## config.mk

```make
export PLATFORM = sky130hd
export DESIGN_NAME = dbuf_ep_ctrl
export DESIGN_NICKNAME = d
export VERILOG_FILES = /design/src/rtl/dbuf_pkg.sv /design/src/rtl/dbuf_store.sv /design/src/rtl/dbuf_ptr.sv /design/src/rtl/dbuf_flags.sv /design/src/rtl/dbuf_ep_ctrl.sv
export SDC_FILE = /design/constraint.sdc
export NUM_CORES = 1
export LEC_CHECK = 0
export CAP_MARGIN = 10
export CORE_ASPECT_RATIO = 0.7
export CORE_MARGIN = 2
export CORE_UTILIZATION = 40
export DETAILED_ROUTE_END_ITERATION = 8
export DONT_BUFFER_PORTS = 1
export PLACE_DENSITY = 0.59
export SYNTH_ARGS = -nofsm -noshare
export SYNTH_HDL_FRONTEND = slang
export SYNTH_HIERARCHICAL = 1
export SYNTH_SLANG_ARGS = --single-unit
```

## constraint.sdc

```tcl
create_clock -name clk -period 1.2 [get_ports clk]
set_input_delay 0.18 -clock clk [delete_from_list [all_inputs] [get_ports clk]]
set_output_delay 0.18 -clock clk [all_outputs]
set_load 0.03 [all_outputs]
```

## src/rtl/dbuf_pkg.sv

```systemverilog
package dbuf_pkg;
  localparam int NBUF = 2;
  typedef enum int {
    DIR_OUT = 0,
    DIR_IN  = 1,
    DIR_CFG = 2
  } dir_mode_e;
endpackage

```

## src/rtl/dbuf_store.sv

```systemverilog
module dbuf_store
  import dbuf_pkg::*;
#(
  parameter int LEN_W = 7
) (
  input  logic                       clk,
  input  logic                       rst_ni,
  input  logic [NBUF-1:0]            set_i,
  input  logic [NBUF-1:0]            clr_i,
  input  logic [NBUF-1:0][LEN_W-1:0] wlen_i,
  output logic [NBUF-1:0]            full_o,
  output logic [NBUF-1:0][LEN_W-1:0] len_o
);
  for (genvar b = 0; b < NBUF; b++) begin : g_buf
    logic             full_q, full_d, en;
    logic [LEN_W-1:0] len_q, len_d;

    always_comb begin
      en     = set_i[b] | clr_i[b];
      full_d = full_q;
      len_d  = len_q;
      if (set_i[b]) begin
        full_d = 1'b1;
        len_d  = wlen_i[b];
      end else if (clr_i[b]) begin
        full_d = 1'b0;
      end
    end

    always_ff @(posedge clk or negedge rst_ni) begin
      if (!rst_ni) begin
        full_q <= 1'b0;
        len_q  <= '0;
      end else if (en) begin
        full_q <= full_d;
        len_q  <= len_d;
      end
    end

    assign full_o[b] = full_q;
    assign len_o[b]  = len_q;


    full_set_chk: assert property (@(posedge clk) disable iff (!rst_ni)
      set_i[b] |=> full_o[b]);

    full_clr_chk: assert property (@(posedge clk) disable iff (!rst_ni)
      (clr_i[b] && !set_i[b]) |=> !full_o[b]);
  end
endmodule

```

## src/rtl/dbuf_ptr.sv

```systemverilog
module dbuf_ptr (
  input  logic clk,
  input  logic rst_ni,
  input  logic sw_adv_i,
  input  logic hw_adv_i,
  output logic sw_ptr_o,
  output logic hw_ptr_o
);
  logic sw_q, sw_d, hw_q, hw_d;

  always_comb begin
    sw_d = sw_q ^ sw_adv_i;
    hw_d = hw_q ^ hw_adv_i;
  end

  always_ff @(posedge clk or negedge rst_ni) begin
    if (!rst_ni) begin
      sw_q <= 1'b0;
      hw_q <= 1'b0;
    end else begin
      if (sw_adv_i) sw_q <= sw_d;
      if (hw_adv_i) hw_q <= hw_d;
    end
  end

  assign sw_ptr_o = sw_q;
  assign hw_ptr_o = hw_q;
endmodule

```

## src/rtl/dbuf_flags.sv

```systemverilog
module dbuf_flags (
  input  logic clk,
  input  logic rst_ni,
  input  logic irq_set_i,
  input  logic irq_clr_i,
  input  logic err_set_i,
  input  logic err_rd_i,
  output logic irq_o,
  output logic err_o
);
  logic irq_q, irq_d, err_q, err_d;

  always_comb begin
    irq_d = irq_set_i | (irq_q & ~irq_clr_i);
    err_d = err_set_i | (err_q & ~err_rd_i);
  end

  always_ff @(posedge clk or negedge rst_ni) begin
    if (!rst_ni) begin
      irq_q <= 1'b0;
      err_q <= 1'b0;
    end else begin
      irq_q <= irq_d;
      err_q <= err_d;
    end
  end

  assign irq_o = irq_q;
  assign err_o = err_q;


  irq_hold_chk: assert property (@(posedge clk) disable iff (!rst_ni)
    (irq_o && !irq_clr_i) |=> irq_o);

  irq_set_chk: assert property (@(posedge clk) disable iff (!rst_ni)
    irq_set_i |=> irq_o);

  err_sticky_chk: assert property (@(posedge clk) disable iff (!rst_ni)
    (err_o && !err_rd_i) |=> err_o);
endmodule

```

## src/rtl/dbuf_ep_ctrl.sv

```systemverilog
module dbuf_ep_ctrl
  import dbuf_pkg::*;
#(
  parameter int LEN_W    = 7,
  parameter int DIR_MODE = 2
) (
  input  logic             clk,
  input  logic             rst_ni,
  input  logic             cfg_dir_in,
  input  logic             cfg_nak_irq_en,
  input  logic             sw_select,
  input  logic             sw_validate,
  input  logic             sw_clear,
  input  logic [LEN_W-1:0] sw_len_wr,
  input  logic             sw_irq_clr,
  output logic             st_vld,
  output logic             st_full,
  output logic [LEN_W-1:0] st_len,
  output logic             st_ptr,
  output logic             st_err,
  input  logic             se_in_tok,
  input  logic             se_tx_ack,
  input  logic             se_rx_pkt,
  input  logic [LEN_W-1:0] se_rx_len,
  output logic             se_tx_rdy,
  output logic [LEN_W-1:0] se_tx_len,
  output logic             se_nak,
  output logic             se_rx_ack,
  output logic             ep_irq
);
  // reset: asserted asynchronously, released through two flops
  logic [1:0] rst_pipe;
  logic       rst_int;

  always_ff @(posedge clk or negedge rst_ni) begin
    if (!rst_ni) rst_pipe <= 2'b00;
    else         rst_pipe <= {rst_pipe[0], 1'b1};
  end
  assign rst_int = rst_pipe[1];

  logic                       dir_in;
  logic                       sw_ptr, hw_ptr, sw_full, hw_full;
  logic [NBUF-1:0]            full, set, clr;
  logic [NBUF-1:0][LEN_W-1:0] len, wlen;
  logic                       val_ok, val_bad, clr_ok, clr_bad;
  logic                       tx_done, rx_ok, in_nak, rx_nak;
  logic                       irq_set, err_set, err_flag;

  assign dir_in = (DIR_MODE == DIR_CFG) ? cfg_dir_in : (DIR_MODE == DIR_IN);

  always_comb begin
    sw_full = full[sw_ptr];
    hw_full = full[hw_ptr];
    val_ok  = sw_validate &  dir_in & ~sw_full;
    val_bad = sw_validate &  dir_in &  sw_full;
    clr_ok  = sw_clear    & ~dir_in &  sw_full;
    clr_bad = sw_clear    & ~dir_in & ~sw_full;
    tx_done = se_tx_ack   &  dir_in &  hw_full;
    rx_ok   = se_rx_pkt   & ~dir_in & ~hw_full;
    in_nak  = se_in_tok   &  dir_in & ~hw_full;
    rx_nak  = se_rx_pkt   & ~dir_in &  hw_full;
    irq_set = tx_done | rx_ok | ((in_nak | rx_nak) & cfg_nak_irq_en);
    err_set = val_bad | clr_bad;
  end

  for (genvar b = 0; b < NBUF; b++) begin : g_dec
    assign set[b]  = (val_ok & (sw_ptr == b[0])) | (rx_ok & (hw_ptr == b[0]));
    assign clr[b]  = (clr_ok & (sw_ptr == b[0])) | (tx_done & (hw_ptr == b[0]));
    assign wlen[b] = (rx_ok & (hw_ptr == b[0])) ? se_rx_len : sw_len_wr;
  end

  dbuf_store #(.LEN_W(LEN_W)) u_store (
    .clk    (clk),
    .rst_ni (rst_int),
    .set_i  (set),
    .clr_i  (clr),
    .wlen_i (wlen),
    .full_o (full),
    .len_o  (len)
  );

  dbuf_ptr u_ptr (
    .clk      (clk),
    .rst_ni   (rst_int),
    .sw_adv_i (val_ok | clr_ok),
    .hw_adv_i (tx_done | rx_ok),
    .sw_ptr_o (sw_ptr),
    .hw_ptr_o (hw_ptr)
  );

  dbuf_flags u_flags (
    .clk       (clk),
    .rst_ni    (rst_int),
    .irq_set_i (irq_set),
    .irq_clr_i (sw_irq_clr),
    .err_set_i (err_set),
    .err_rd_i  (sw_select),
    .irq_o     (ep_irq),
    .err_o     (err_flag)
  );

  // engine answers, same cycle
  assign se_tx_rdy = se_in_tok & dir_in & hw_full;
  assign se_tx_len = len[hw_ptr];
  assign se_nak    = in_nak | rx_nak;
  assign se_rx_ack = rx_ok;

  // status read register
  logic             st_vld_d, st_full_d, st_ptr_d, st_err_d;
  logic [LEN_W-1:0] st_len_d;

  always_comb begin
    st_vld_d  = sw_select;
    st_full_d = sw_full;
    st_len_d  = len[sw_ptr];
    st_ptr_d  = sw_ptr;
    st_err_d  = err_flag;
  end

  always_ff @(posedge clk or negedge rst_int) begin
    if (!rst_int) begin
      st_vld  <= 1'b0;
      st_full <= 1'b0;
      st_len  <= '0;
      st_ptr  <= 1'b0;
      st_err  <= 1'b0;
    end else begin
      st_vld <= st_vld_d;
      if (sw_select) begin
        st_full <= st_full_d;
        st_len  <= st_len_d;
        st_ptr  <= st_ptr_d;
        st_err  <= st_err_d;
      end
    end
  end


  nak_rdy_excl_chk: assert property (@(posedge clk) disable iff (!rst_int)
    !(se_nak && se_tx_rdy));

  tx_hwp_adv_chk: assert property (@(posedge clk) disable iff (!rst_int)
    tx_done |=> (hw_ptr != $past(hw_ptr)));

  sw_only_hwp_chk: assert property (@(posedge clk) disable iff (!rst_int)
    ((sw_validate || sw_clear) && !se_tx_ack && !se_rx_pkt) |=> $stable(hw_ptr));

  sel_vld_chk: assert property (@(posedge clk) disable iff (!rst_int)
    sw_select |=> st_vld);

  rx_nak_keep_chk: assert property (@(posedge clk) disable iff (!rst_int)
    (rx_nak && !sw_clear) |=> ($stable(full) && $stable(hw_ptr)));
endmodule

```

==> metrics.log <==
[metrics] status: finished with violations
[metrics] failing checks: setup timing
[metrics] GRT busiest layer: met2
[metrics] number of buffers created by CTS: 5
[metrics] Die X-Extent: 83.83 um
[metrics] series of cell instances along the critical path: buf_6 > mux2i_4 > buf_4 > nor2_2 > buf_4
[metrics] proportion of synthesized chip area in sequential cells: 46.28%
[metrics] crit end category: output port
[metrics] area added between synthesis and finish: 26.93%
[metrics] number of flip-flops and latches in the synthesized netlist: 33
[metrics] die area: 5019 um^2
[metrics] GR Layer Usage met1: 23.30%
[metrics] final antenna diode count: 0
[metrics] total number of placement rows: 20
[metrics] synth top area cells: sky130_fd_sc_hd__dfrtp_1 46%, sky130_fd_sc_hd__mux2_2 15%, sky130_fd_sc_hd__mux2_4 12%
[metrics] wire length of the first global-routing pass: 6713 um
[metrics] shortest period the worst path allows: 1.656 ns
[metrics] DRC violations left: 0
[metrics] share of power burned in the clock network: 12.4%
[metrics] vias after detailed routing: 1,221
[metrics] crit-path max FO: 5
[metrics] power share of the sequential group: 35.4%
[metrics] R2R Path Start: u_ptr/hw_ptr_o
[metrics] I/O Buffers: 0
[metrics] Peak VDD IR: 1.095 mV
[metrics] global placement routability congestion: 0.8060
[metrics] sum of routed wire length over all layers: 4306 um
[metrics] clock slew at reported path FFs: 0.07 ns
[metrics] library cell contributing the largest single delay on the critical path: sky130_fd_sc_hd__dfrtp_2
[metrics] deepest clock path buffer count: 2
[metrics] worst-skew pair later-pin latency: 0.28 ns
[metrics] kind of cell adding the most delay to the critical path: buffers and inverters
[metrics] top-area cell type share of the netlist area: 46.28%
[metrics] WP buf/inv: 3
[metrics] GR Util met3: 5.663%
[metrics] vias in the first global route: 1,294
[metrics] RSZ-0062 raised after global routing: yes
[metrics] routed wire length per instance: 18.89 um
[metrics] detail-routed via count per cell: 5.355
[metrics] leakage dissipation: 0.001033 uW
[metrics] crit path DAT: 1.48 ns
[metrics] clock tree from TritonCTS: done
[metrics] number of DRC markers in iteration 0: 64
[metrics] Synth Warn #: 6
[metrics] switching power summed over all nets: 2774 uW
[metrics] pin count of the biggest net entering global routing: 32
[metrics] Crit path required time: 1.02 ns
[metrics] power density cells: 2987 nW/um^2
[metrics] # clock sinks: 33
[metrics] fraction of layout cells with a size suffix above 1: 51.45%
[metrics] Hold Startpoint: sw_select
[metrics] placeable core area: 4304 um^2
[metrics] top_reg_cell synth: sky130_fd_sc_hd__dfrtp_1
[metrics] number of enable-type register cells in the synthesized netlist: 0
[metrics] switching part of the total power: 41.01%
[metrics] internal power component: 3991 uW
[metrics] final count of hold timing violations: 0
[metrics] Max Clock Skew: 0.005243 ns
[metrics] number of library cell types mapped by synthesis: 29
[metrics] number of instances in the placed design: 214
[metrics] delay of the slowest cell on the worst path: 0.39 ns
[metrics] number of nets with antenna violations after detailed routing: 0
[metrics] H-Tree Level Count: 2
[metrics] Comb pwr share: 52.3%
[metrics] count of TritonRoute iterations in the first routing pass: 4
[metrics] detailed placement HPWL: 2884 um
[metrics] period utilisation layout: 138.0%
[metrics] type of element launching the critical path: flop
[metrics] Non-Filler Instances: 228
[metrics] mapped cell area: 1784 um^2
[metrics] worst setup path category: flop to output port
[metrics] number of max-capacitance violations reported: 0
[metrics] total overflow reported by the global router: 0
[metrics] total count of max-transition violations in the final report: 0
[metrics] worst hold path type: input pin to flop
[metrics] starting utilization of the core area: 41.45%
[metrics] antenna violations before repair: 0
[metrics] mean post-synth cell area: 12.30 um^2
[metrics] number of cells produced by synthesis: 145
[metrics] critical path's most frequent cell: sky130_fd_sc_hd__buf_4
[metrics] # IOs: 47
[metrics] vertical die dimension: 59.88 um
[metrics] maximum clock rate: 603.8 MHz
[metrics] # setup viols final: 28
[metrics] Clk Tree Root Cell: sky130_fd_sc_hd__clkbuf_8
[metrics] GR Util met2: 29.03%
[metrics] final worst hold slack: 0.05173 ns
[metrics] worst setup path startpoint: u_ptr/hw_ptr_o
[metrics] final net count: 198
[metrics] worst setup margin: -0.4562 ns
[metrics] net count of the mapped netlist: 170
[metrics] top cell type by total area after synthesis: sky130_fd_sc_hd__dfrtp_1
[metrics] ys async rst share: 100.0%
[metrics] total global routing track utilization: 18.25%
[final timing paths]
check | to | slack, ns | cells after the start
max reg2reg | u_store/g_buf[0].len_q[1] | -0.45 | 5
min reg2reg | u_store/g_buf[1].len_q[0] | 0.27 | 1
min | st_ptr | 0.05 | 1
max | se_tx_rdy | -0.46 | 5
min in group asynchronous | rst_pipe[0] | 0.12 | 1
max in group asynchronous | u_ptr/hw_ptr_o | 0.61 | 1
[layout make-up]
class	count	area (um^2)
Timing Repair Buffer	30	284.0
Multi-Input combinational cell	97	972.2
Inverter	6	25.02
Sequential cell	33	828.3
Clock buffer	7	86.33
Fill cell	370	2039
Tap cell	55	68.82
[per-layer routing]
layer,wire length [um],vias to the layer above
met3,248,11
met5,0,-
met2,1989,41
met1,1965,611
met4,103,0
li1,-,558
[cells in the mapped netlist, drive strengths merged, types with 2 or more instances]
cell,n
nor3,3
xor2,2
nand2,2
buf,6
a21oi,9
a21o,4
mux2i,10
nor2b,2
nand3b,2
nand2b,3
clkbuf,3
mux2,37
inv,6
nor2,10
dfrtp,33
o21ai,3
nand3,4
[power by group through the flow]
stage,registers (uW),clock network [uW],logic (uW)
global route,2460,913,3730
floorplan,2320,0,2180
finish,2390,836,3540
CTS,2380,872,3390
global placement,2370,0,2800
detailed placement,2410,0,2890
[worst register-to-register path, delay by kind of cell (launching register included)]
family        cells  cell delay [ns]
mux               2             0.59
buf+inv           2             0.32
flops             1             0.43
simple gates      1             0.20
[cell families (layout without fill, tap and decap cells)]
group,Yosys count,in the layout,synth area share [%]
buf+inv,15,43,4.908
simple gates,29,29,9.397
other cells,1,1,0.2102
flops,33,33,46.28
compound gates,18,18,6.311
mux,47,47,31.91
xor+xnor,2,2,0.9819
[sequential cells by signal, summed over array words and instances (netlist names), 2 cells and up]
signal and count:
st_len 7, u_store/g_buf.len_q 14, rst_pipe 2, u_store/g_buf.full_q 2
[per-stage QoR]
step	cell area [um^2]	util (%)	worst slack, ns	total power [uW]	setup TNS (ns)
floorplan	1794	-	-0.4197	4505	-6.799
global placement	1983	46.08	-0.3541	5168	-6.926
detailed placement	1983	46.08	-0.4202	5294	-7.981
CTS	2215	51.45	-0.4324	6648	-10.15
global route	2265	52.62	-0.5086	7095	-11.89
finish	2265	52.62	-0.4562	6764	-10.60
[cell usage in the layout, fill, tap and decap left out, types with 2 or more instances in the layout]
master                          netlist  routed
sky130_fd_sc_hd__buf_6                3       9
sky130_fd_sc_hd__mux2_4              14      23
sky130_fd_sc_hd__nand3_1              4       3
sky130_fd_sc_hd__a21o_1               2       2
sky130_fd_sc_hd__nand3b_1             2       2
sky130_fd_sc_hd__a21o_2               2       2
sky130_fd_sc_hd__buf_4                2      17
sky130_fd_sc_hd__nor2b_1              2       2
sky130_fd_sc_hd__dfrtp_1             33      31
sky130_fd_sc_hd__dlygate4sd3_1        0       2
sky130_fd_sc_hd__mux2i_4              0       2
sky130_fd_sc_hd__clkbuf_8             0       6
sky130_fd_sc_hd__mux2i_1             10       8
sky130_fd_sc_hd__nor2_1              10       9
sky130_fd_sc_hd__a21oi_1              9       9
sky130_fd_sc_hd__dfrtp_2              0       2
sky130_fd_sc_hd__nand2_1              2       2
sky130_fd_sc_hd__nand2b_1             3       2
sky130_fd_sc_hd__nor3_4               2       2
sky130_fd_sc_hd__inv_1                5       5
sky130_fd_sc_hd__mux2_2              23      14
[timing repair]
| item | CTS | global route |
|---|---|---|
| setup buffers | 4 | 1 |
| hold endpoints to repair | 11 | 0 |
| hold buffers | 2 | 0 |
| pin swaps | 3 | 3 |
| resized for setup | 25 | 9 |
| setup endpoints to repair | 31 | 31 |
No activity file was read; power rests on OpenSTA's default activity.
